### config.mk
export PLATFORM = sky130hd
export DESIGN_NAME = mw_master
export DESIGN_NICKNAME = d
export VERILOG_FILES = /design/src/rtl/mw_pkg.sv /design/src/rtl/mw_sclk_gen.sv /design/src/rtl/mw_tx_shift.sv /design/src/rtl/mw_rx_shift.sv /design/src/rtl/mw_master.sv
export SDC_FILE = /design/constraint.sdc
export NUM_CORES = 1
export LEC_CHECK = 0
export CAP_MARGIN = 25
export CORE_ASPECT_RATIO = 1.4
export CORE_MARGIN = 4
export CORE_UTILIZATION = 50
export CTS_CLUSTER_DIAMETER = 30
export DETAILED_ROUTE_END_ITERATION = 8
export GPL_ROUTABILITY_DRIVEN = 0
export PLACE_DENSITY = 0.75
export REMOVE_ABC_BUFFERS = 1
export SKIP_LAST_GASP = 1
export SLEW_MARGIN = 15
export SYNTH_ARGS = -nofsm -noshare
export SYNTH_HDL_FRONTEND = slang
export SYNTH_HIERARCHICAL = 1
export SYNTH_SLANG_ARGS = --single-unit
### constraint.sdc
create_clock -name clk -period 4.75 [get_ports clk]
set_clock_uncertainty 0.2 [all_clocks]
set_input_delay 0.475 -clock clk [delete_from_list [all_inputs] [get_ports clk]]
set_output_delay 0.475 -clock clk [all_outputs]
set_load 0.02 [all_outputs]
### src/rtl/mw_pkg.sv
package mw_pkg;
  typedef enum logic [2:0] {
    ST_IDLE,
    ST_CMD,
    ST_TURN,
    ST_RESP,
    ST_DONE
  } mw_state_e;
endpackage

### src/rtl/mw_sclk_gen.sv
module mw_sclk_gen #(
  parameter int HALF_W = 8
) (
  input  logic              clk,
  input  logic              rst_n,
  input  logic              en,
  input  logic [HALF_W-1:0] half,
  output logic              sclk,
  output logic              tick
);
  logic [HALF_W-1:0] cnt_q;
  logic              lvl_q;

  // tick marks the last system cycle of the current half-phase
  assign tick = en && (cnt_q == half - HALF_W'(1));
  assign sclk = lvl_q;

  always_ff @(posedge clk or negedge rst_n) begin
    if (!rst_n) begin
      cnt_q <= '0;
      lvl_q <= 1'b0;
    end else if (!en) begin
      cnt_q <= '0;
      lvl_q <= 1'b0;
    end else if (tick) begin
      cnt_q <= '0;
      lvl_q <= ~lvl_q;
    end else begin
      cnt_q <= cnt_q + HALF_W'(1);
    end
  end
endmodule

### src/rtl/mw_tx_shift.sv
module mw_tx_shift #(
  parameter int W = 8
) (
  input  logic         clk,
  input  logic         rst_n,
  input  logic         load,
  input  logic [W-1:0] din,
  input  logic         shift,
  output logic         msb
);
  logic [W-1:0] sr_q;

  always_ff @(posedge clk or negedge rst_n) begin
    if (!rst_n)     sr_q <= '0;
    else if (load)  sr_q <= din;
    else if (shift) sr_q <= {sr_q[W-2:0], 1'b0};
  end

  assign msb = sr_q[W-1];
endmodule

### src/rtl/mw_rx_shift.sv
module mw_rx_shift #(
  parameter int W = 16
) (
  input  logic         clk,
  input  logic         rst_n,
  input  logic         clr,
  input  logic         sample,
  input  logic         din,
  output logic [W-1:0] data
);
  logic [W-1:0] sr_q;

  always_ff @(posedge clk or negedge rst_n) begin
    if (!rst_n)      sr_q <= '0;
    else if (clr)    sr_q <= '0;
    else if (sample) sr_q <= {sr_q[W-2:0], din};
  end

  assign data = sr_q;
endmodule

### src/rtl/mw_master.sv
module mw_master
  import mw_pkg::*;
#(
  parameter int CMD_W   = 8,
  parameter int RSP_MIN = 4,
  parameter int RSP_MAX = 16,
  parameter int HALF_W  = 8,
  localparam int LEN_W  = $clog2(RSP_MAX + 1)
) (
  input  logic               clk,
  input  logic               rst_n,
  input  logic               req_valid,
  output logic               req_ready,
  input  logic [CMD_W-1:0]   req_cmd,
  input  logic [LEN_W-1:0]   req_len,
  input  logic [HALF_W-1:0]  div_half,
  output logic               rsp_valid,
  output logic [RSP_MAX-1:0] rsp_data,
  output logic               busy,
  output logic               sclk,
  output logic               cs,
  output logic               sdo,
  output logic               sdo_oe,
  input  logic               sdi
);
  localparam int CNT_W = (CMD_W > RSP_MAX) ? $clog2(CMD_W + 1) : LEN_W;

  mw_state_e          st_q;
  logic [LEN_W-1:0]   len_q, len_c;
  logic [HALF_W-1:0]  half_q, half_c;
  logic [CNT_W-1:0]   bit_q;
  logic               accept, run, tick, fall, tx_msb;
  logic [RSP_MAX-1:0] rx_data;

  assign accept = (st_q == ST_IDLE) && req_valid;
  assign run    = (st_q == ST_CMD) || (st_q == ST_TURN) || (st_q == ST_RESP);
  assign fall   = tick && sclk;

  always_comb begin
    if (req_len < LEN_W'(RSP_MIN))      len_c = LEN_W'(RSP_MIN);
    else if (req_len > LEN_W'(RSP_MAX)) len_c = LEN_W'(RSP_MAX);
    else                                len_c = req_len;
    half_c = (div_half == '0) ? HALF_W'(1) : div_half;
  end

  always_ff @(posedge clk or negedge rst_n) begin
    if (!rst_n) begin
      st_q   <= ST_IDLE;
      len_q  <= LEN_W'(RSP_MIN);
      half_q <= HALF_W'(1);
      bit_q  <= '0;
    end else begin
      case (st_q)
        ST_IDLE: if (accept) begin
          st_q   <= ST_CMD;
          len_q  <= len_c;
          half_q <= half_c;
          bit_q  <= '0;
        end
        ST_CMD: if (fall) begin
          if (bit_q == CNT_W'(CMD_W - 1)) begin
            st_q  <= ST_TURN;
            bit_q <= '0;
          end else begin
            bit_q <= bit_q + CNT_W'(1);
          end
        end
        ST_TURN: if (fall) st_q <= ST_RESP;
        ST_RESP: if (fall) begin
          if (bit_q == CNT_W'(len_q) - CNT_W'(1)) st_q <= ST_DONE;
          else                                   bit_q <= bit_q + CNT_W'(1);
        end
        ST_DONE: st_q <= ST_IDLE;
        default: st_q <= ST_IDLE;
      endcase
    end
  end

  mw_sclk_gen #(.HALF_W(HALF_W)) u_clk (
    .clk(clk), .rst_n(rst_n), .en(run), .half(half_q), .sclk(sclk), .tick(tick)
  );

  mw_tx_shift #(.W(CMD_W)) u_tx (
    .clk(clk), .rst_n(rst_n), .load(accept), .din(req_cmd),
    .shift(fall && (st_q == ST_CMD)), .msb(tx_msb)
  );

  mw_rx_shift #(.W(RSP_MAX)) u_rx (
    .clk(clk), .rst_n(rst_n), .clr(accept),
    .sample(fall && (st_q == ST_RESP)), .din(sdi), .data(rx_data)
  );

  assign busy      = (st_q != ST_IDLE);
  assign req_ready = !busy;
  assign cs        = busy;
  assign sdo_oe    = (st_q == ST_CMD);
  assign sdo       = sdo_oe ? tx_msb : 1'b0;
  assign rsp_valid = (st_q == ST_DONE);
  assign rsp_data  = rx_data;
endmodule

==> Word level (Yosys, flattened, before mapping) <==
Index checks and enable logic that the tools add are counted.
{ "totals": {"in_bits": 25, "output_inout_bits": 23, "regBits": 54, "elab_cells": 72} }
{ "op_classes": {"n_reduce_logical": 17, "n_addsub": 4, "bitwise_logic": 1, "magnitude_cmp": 2, "n_eq_ne": 15, "muxes": 25} }
{ "ops": {"columns": ["operator", "n"], "rows": [
  ["$mux W8", 5],
  ["$mux W5", 7],
  ["$mux W16", 2],
  ["$mux W3", 6],
  ["$pmux W5 S3", 1],
  ["$ne A2 B2 Y1 const B", 6],
  ["$pmux W3 S4", 1],
  ["$add A8 B1 Y8 const B", 1],
  ["$eq A8 B8 Y1", 1],
  ["$logic_not A8 Y1", 1],
  ["$sub A8 B1 Y8 const B", 1],
  ["$eq A3 B2 Y1 const B", 2],
  ["$reduce_and A6 Y1", 1],
  ["$reduce_bool A3 Y1", 2],
  ["$add A5 B1 Y5 const B", 1],
  ["$eq A5 B3 Y1 const B", 1],
  ["$eq A5 B5 Y1", 1],
  ["$gt A5 B5 Y1 const B", 1],
  ["$logic_and A1 B1 Y1", 5],
  ["$lt A5 B3 Y1 const B", 1],
  ["$reduce_and A5 Y1", 1],
  ["$sub A5 B1 Y5 const B", 1],
  ["$ne A2 B1 Y1 const B", 2],
  ["$reduce_bool A2 Y1", 2],
  ["8 further kinds", 11]
]} }

==> Logic depth before layout (Yosys ltp) <==
{ "depth": {"ltp_word": 8, "depth_mapped": 15, "ltp_nobuf": 13} }

==> Hierarchy <==
The synthesis kept the hierarchy.
{ "by_module_without_submodules": {"columns": ["module", "instances", "seq_area_each_um2", "cells_per_inst", "area_each_um2"], "rows": [
  ["mw_master", 1, 528.0, 126, 1262.5],
  ["mw_sclk_gen", 1, 225.2, 76, 716.9],
  ["mw_rx_shift", 1, 400.4, 52, 660.6],
  ["mw_tx_shift", 1, 200.2, 34, 369.1]
]} }

==> Worst setup path after synthesis <==
OpenSTA, ideal clock, no wires.
{ "synth_timing": {"path_type": "register to register", "start": "register half_q[0]", "end": "register bit_q[2]", "n_path_buf": 1, "arrival_ns": 3.093, "path_stages_with_launch": 15, "required_time_ns": 4.424, "setup_time_ns": 0.126, "period_less_slack_ns": 3.419, "path_slack_ns": 1.331, "path_cell_list": "dfstp_2 > inv_1 > ha_1 > buf_2 > o21ba_1 > a221oi_1 > a41oi_1 > a211oi_4 > and2_1 > nand3_1 > or2_4 > inv_1 > o21ai_0 > and2_4 > a221o_1"} }
{ "synth_between": {"elab_chain_cells": 6, "word_cells_on_any_way": 7, "classes_between": "1 x add/sub; 3 x eq/ne; 3 x reduce/logical"} }
{ "synth_rtl": {"columns": ["item", "line_no", "rtl"], "rows": [
  ["start: declaration", "mw_master.sv:30", "logic [HALF_W-1:0] half_q, half_c;"],
  ["start signal: assignment", "mw_master.sv:57", "half_q <= half_c;"],
  ["$sub A8 B1 Y8 *", "mw_sclk_gen.sv:15", "assign tick = en && (cnt_q == half - HALF_W'(1));"],
  ["$eq A8 B8 Y1 *", "mw_sclk_gen.sv:15", null],
  ["$logic_and A1 B1 Y1 *", "mw_sclk_gen.sv:15", null],
  ["net tick", "mw_master.sv:32", "logic accept, run, tick, fall, tx_msb;"],
  ["$logic_and A1 B1 Y1 *", "mw_master.sv:37", "assign fall = tick && sclk;"],
  ["$ne A2 B2 Y1 (no source line) or $ne A2 B1 Y1 (tied branches)", null, null],
  ["$reduce_and A5 Y1 (no source line) *", null, null],
  ["end signal: assignment", "mw_master.sv:65", "bit_q <= bit_q + CNT_W'(1);"],
  ["end signal: assignment", "mw_master.sv:71", "else bit_q <= bit_q + CNT_W'(1);"],
  ["end: declaration", "mw_master.sv:31", "logic [CNT_W-1:0] bit_q;"]
]} }
Mark *: on every way through the listed nets, which the timed path passes. The rest lies on a longest branch.
A chain may end at the register's enable or synchronous reset.

==> Final worst setup path <==
Same ends and word-level chain as after synthesis.

==> run summary <==
The tool flagged a number of max-cap violations equal to 0. The proportion of total power due to net switching is between 20% and 30%. The TritonCTS clock tree is done. VDD sags by at most about 0.00016 V. The standard cell area after detailed placement is approximately 3500 sq um.

The post-CTS clock slew at the launch and capture registers of the worst setup and hold paths is about 0.090 ns. The count of inserted antenna diode cells came out at 0. The leakage power summed over all cells is roughly 1.4 nW.

STA puts the critical path data required time at 4.74 ns. The number of setup violations in the final report is 0. In this run, flip-flops and latches consume 60.8% of the power.

Adding up every negative setup slack in the final design gives 0 ns. The mapped netlist covers between 3000 and 4000 sq um. The transition time at the pin with the least slew margin is between 0.9 and 1 ns. The count of endpoints failing hold in the final timing report is 0. The XOR/XNOR share of the synthesized area came out at 5.82%.

The data arrival time of the critical path came out at between 3 and 4 ns. The number of setup buffers added after CTS came out at 0. The via-per-instance ratio came out at around 5.5. Counting flops and latches in the post-synthesis netlist gives 54. The starting utilization of the core area came out at a little over 50%.

For this run, the post-layout net count is 358. The floorplan step set the die height to between 90 and 100 um. The final number of max-transition violations came out at 0.

The number of synthesized flops with an enable pin is 0. The number of different library cells in the post-synthesis netlist came out at 60. In this run the worst hold path is classified as in -> async. The critical path startpoint category is a flip-flop. The switching power total is roughly 0.16 mW. The overall routing resource usage came out at roughly 17%. The clock insertion delay at the later pin of the skew report is 0.30 ns. The worst setup path is of the reg -> reg kind. The routed metal-1 wirelength came out at around 2500 um. The amount of wire on met2 after detailed routing came out at 2910 um.

The cell sitting at the root of the clock tree is a clkbuf_8. Post-CTS repair changed the size of 0 cells. The top achievable clock speed came out at 268 MHz. For this run, the slowest stage of the critical path takes 0.60 ns.

The share of layout cells above drive strength 1 is 10.9%. The post-route antenna net violation count is 0. The die span in x came out at ~74 um. The ratio of total power to cell area came out at 213 nW/um^2. For this design, the CTS-stage hold fixing added 0 buffers. After legalization and detailed placement, the total HPWL measured roughly 4200 um. The via count of the first global-routing pass was around 2.3k. The cell that appears most often on the critical path is inv_1. Of all nets on the critical path, the largest fanout is 10.

In this run, the clock network consumes approximately a third of the power. The sequential cell area fraction in the yosys report is approximately 45%. The internal power of the cells totals slightly below 0.6 mW. The combinational cell fraction of total power came out at 4.2%. The signal on the critical path passes through inv_1, ha_1, o21bai_1, a211oi_1, o21ai_1, a211oi_4, and2_1, nand3_1, or2_4, inv_1, o21ai_0, and2_4, a221o_1. The count of input and output buffers came out at 47. The number of clock sinks seen by CTS came out at between 50 and 60. The H-tree generated during clock tree synthesis spans 2 levels. The post-layout minimum cycle time is ~3.7 ns. The run finished with clean final reports. The first-pass detailed-route iteration total came out at 4. The global-route congestion overflow total came out at 0. The detailed router used layers up to and including met4. The worst path uses about four fifths of the clock period.

In the synthesized netlist, the number of instances is between 200 and 300. After the first detailed-routing iteration, the DRC count stood at between 100 and 150. In the final routed layout, each cell accounts on average for around 14 um. The type of destination of the critical path is a flip-flop. By area, the combinational part of the netlist is dominated by simple AND/OR/NAND/NOR gates. The TritonCTS buffer count came out at 5.

Headroom to the max-slew limit came out at between 30 and 40%. The number of antenna violations at the first check in global routing came out at 0. The maximum number of pins on one net before global-route repair is 55. The area added between synthesis and finish is 18.0%.

The simple-gate share of the synthesized area came out at roughly a fifth. The total met3 wirelength after detailed routing came out at roughly 260 um. The clock passes through at most 2 buffers. The Yosys step of the flow raised 6 warnings.

The complex-gate fraction of the synthesized area is a little over a tenth. The finished cells cover around 3600 sq um. The standard cell core area came out at about 5900 sq um. The floorplan die area is ~7300 sq um. Among all flip-flop cells after synthesis, the most frequent one is dfrtp_1. The count of unresolved DRC violations after routing came out at 0. The number of vias after detailed routing came out at approximately 2.2k. The slowest stage of the critical path is the dfstp_2 cell. The final wirelength came out at about 5700 um. The fraction of the mapped netlist area in adder cells came out at 1.66%. Setup repair after global routing left no endpoint under its margin. The mux cell area share after synthesis came out at between 10% and 20%. Pin placement for this block handled 48 I/O pins.

In the synthesized netlist the async set-or-reset flop fraction comes to 100%. The first global-routing pass estimated around 10000 um of wire. The average cell area after synthesis is approximately 10 sq um. The floorplan has 33 rows.
stage by stage:
stage          util (%)  setup slack (ns)  cells  hold WS, ns  power [mW]
2_1_floorplan         -             0.791    272      -0.0206       0.470
3_3_place_gp       58.9              1.16    392        0.306       0.501
3_5_place_dp       58.9              1.06    392        0.321       0.501
4_1_cts            60.6              1.03    400        0.108       0.766
5_1_grt            60.6             0.772    400        0.133       0.787
6_report           60.6              1.02    400       0.0732       0.755
worst paths after layout:
path,start,to,slack [ns],cells after the start
worst max-delay path,half_q[0]$_DFFE_PN1P_,bit_q[2]$_DFFE_PN0P_,1.02,13
worst min-delay path,rst_n,u_tx/sr_q[1]$_DFFE_PN0P_,0.07,2
worst max register to register,half_q[0]$_DFFE_PN1P_,bit_q[2]$_DFFE_PN0P_,1.02,13
worst min register to register,len_q[2]$_DFFE_PN1P_,len_q[2]$_DFFE_PN1P_,0.33,2
max in group asynchronous,rst_n,u_clk/cnt_q[0]$_DFF_PN0_,3.82,2
min in group clk,len_q[2]$_DFFE_PN1P_,len_q[2]$_DFFE_PN1P_,0.33,2
layout make-up:
class / count / area (sq um)
Clock buffer: 6 / 82.6
Clock inverter: 2 / 12.5
Fill cell: 496 / 2310
Inverter: 8 / 30.0
Multi-Input combinational cell: 210 / 1500
Sequential cell: 54 / 1350
Tap cell: 70 / 87.6
Timing Repair Buffer: 50 / 488
layer usage:
layer	up-vias	GRT usage, %
met3	12	4.11
met2	50	29.1
met4	0	6.00
li1	1085	-
met5	-	0
met1	1056	21.3
state kept, by name, indices dropped and copies added, names as in the netlist:
register / cells
u_rx/data: 16
len_q: 5
half_q: 8
st_q: 3
u_clk/cnt_q: 8
u_clk/sclk: 1
bit_q: 5
u_tx/sr_q: 8
cell usage after synthesis (2+ instances only):
cell type | n | area [sq um]
o21ai_0 | 7 | 35.0
a41oi_1 | 2 | 17.5
o21ai_1 | 10 | 50.1
o31ai_1 | 3 | 22.5
xor2_1 | 8 | 70.1
a21oi_1 | 5 | 25.0
nand2_1 | 17 | 63.8
buf_2 | 6 | 30.0
buf_4 | 2 | 15.0
nor2b_1 | 3 | 18.8
mux2_2 | 8 | 90.1
nor4_1 | 2 | 12.5
and2_1 | 3 | 18.8
a211oi_4 | 2 | 40.0
a211oi_1 | 2 | 15.0
nand2b_1 | 6 | 37.5
dfstp_2 | 2 | 52.6
ha_1 | 4 | 50.1
xnor2_1 | 12 | 105
nand3_1 | 13 | 65.1
and3_1 | 4 | 25.0
nor3b_1 | 7 | 52.6
nor3_1 | 9 | 45.0
inv_1 | 8 | 30.0
a221o_1 | 2 | 20.0
buf_6 | 5 | 56.3
dfrtp_1 | 52 | 1300
nor2_1 | 29 | 109
mux2i_1 | 24 | 240
power groups by stage:
stage          Sequential, mW  Combinational [mW]  Clock (mW)
3_5_place_dp            0.468              0.0327           0
4_1_cts                 0.459              0.0328       0.274
3_3_place_gp            0.468              0.0327           0
6_report                0.459              0.0320       0.264
2_1_floorplan           0.469             0.00179           0
5_1_grt                 0.460              0.0354       0.292
kinds of logic (layout without fill, tap and decap cells):
kind of cell             Yosys count  in the layout
flip-flops                        54             54
AND/OR/NAND/NOR                  109            109
AO/OA/AOI/OAI                     44             44
multiplexers                      33             33
buffers and inverters             24             66
XOR/XNOR                          20             20
adder cells (fa/ha/maj)            4              4
placed cells by master (no fill, tap or decap), drive strengths merged, types with 9 or more instances in the layout:
cell / count
mux2: 9
nor2: 29
xnor2: 12
nand3: 13
o21ai: 17
nand2: 17
nor3: 9
dfrtp: 52
mux2i: 24
clkdlybuf4s50: 46
worst max-delay path: cells and delay by family, from the launching register on:
| kind | cells | cell delay [ns] |
|---|---|---|
| AO/OA/AOI/OAI | 6 | 1.50 |
| adder cells (fa/ha/maj) | 1 | 0.30 |
| buffers and inverters | 2 | 0.15 |
| flip-flops | 1 | 0.60 |
| AND/OR/NAND/NOR | 4 | 0.86 |
Note: power is estimated with default switching activity, not from simulation.
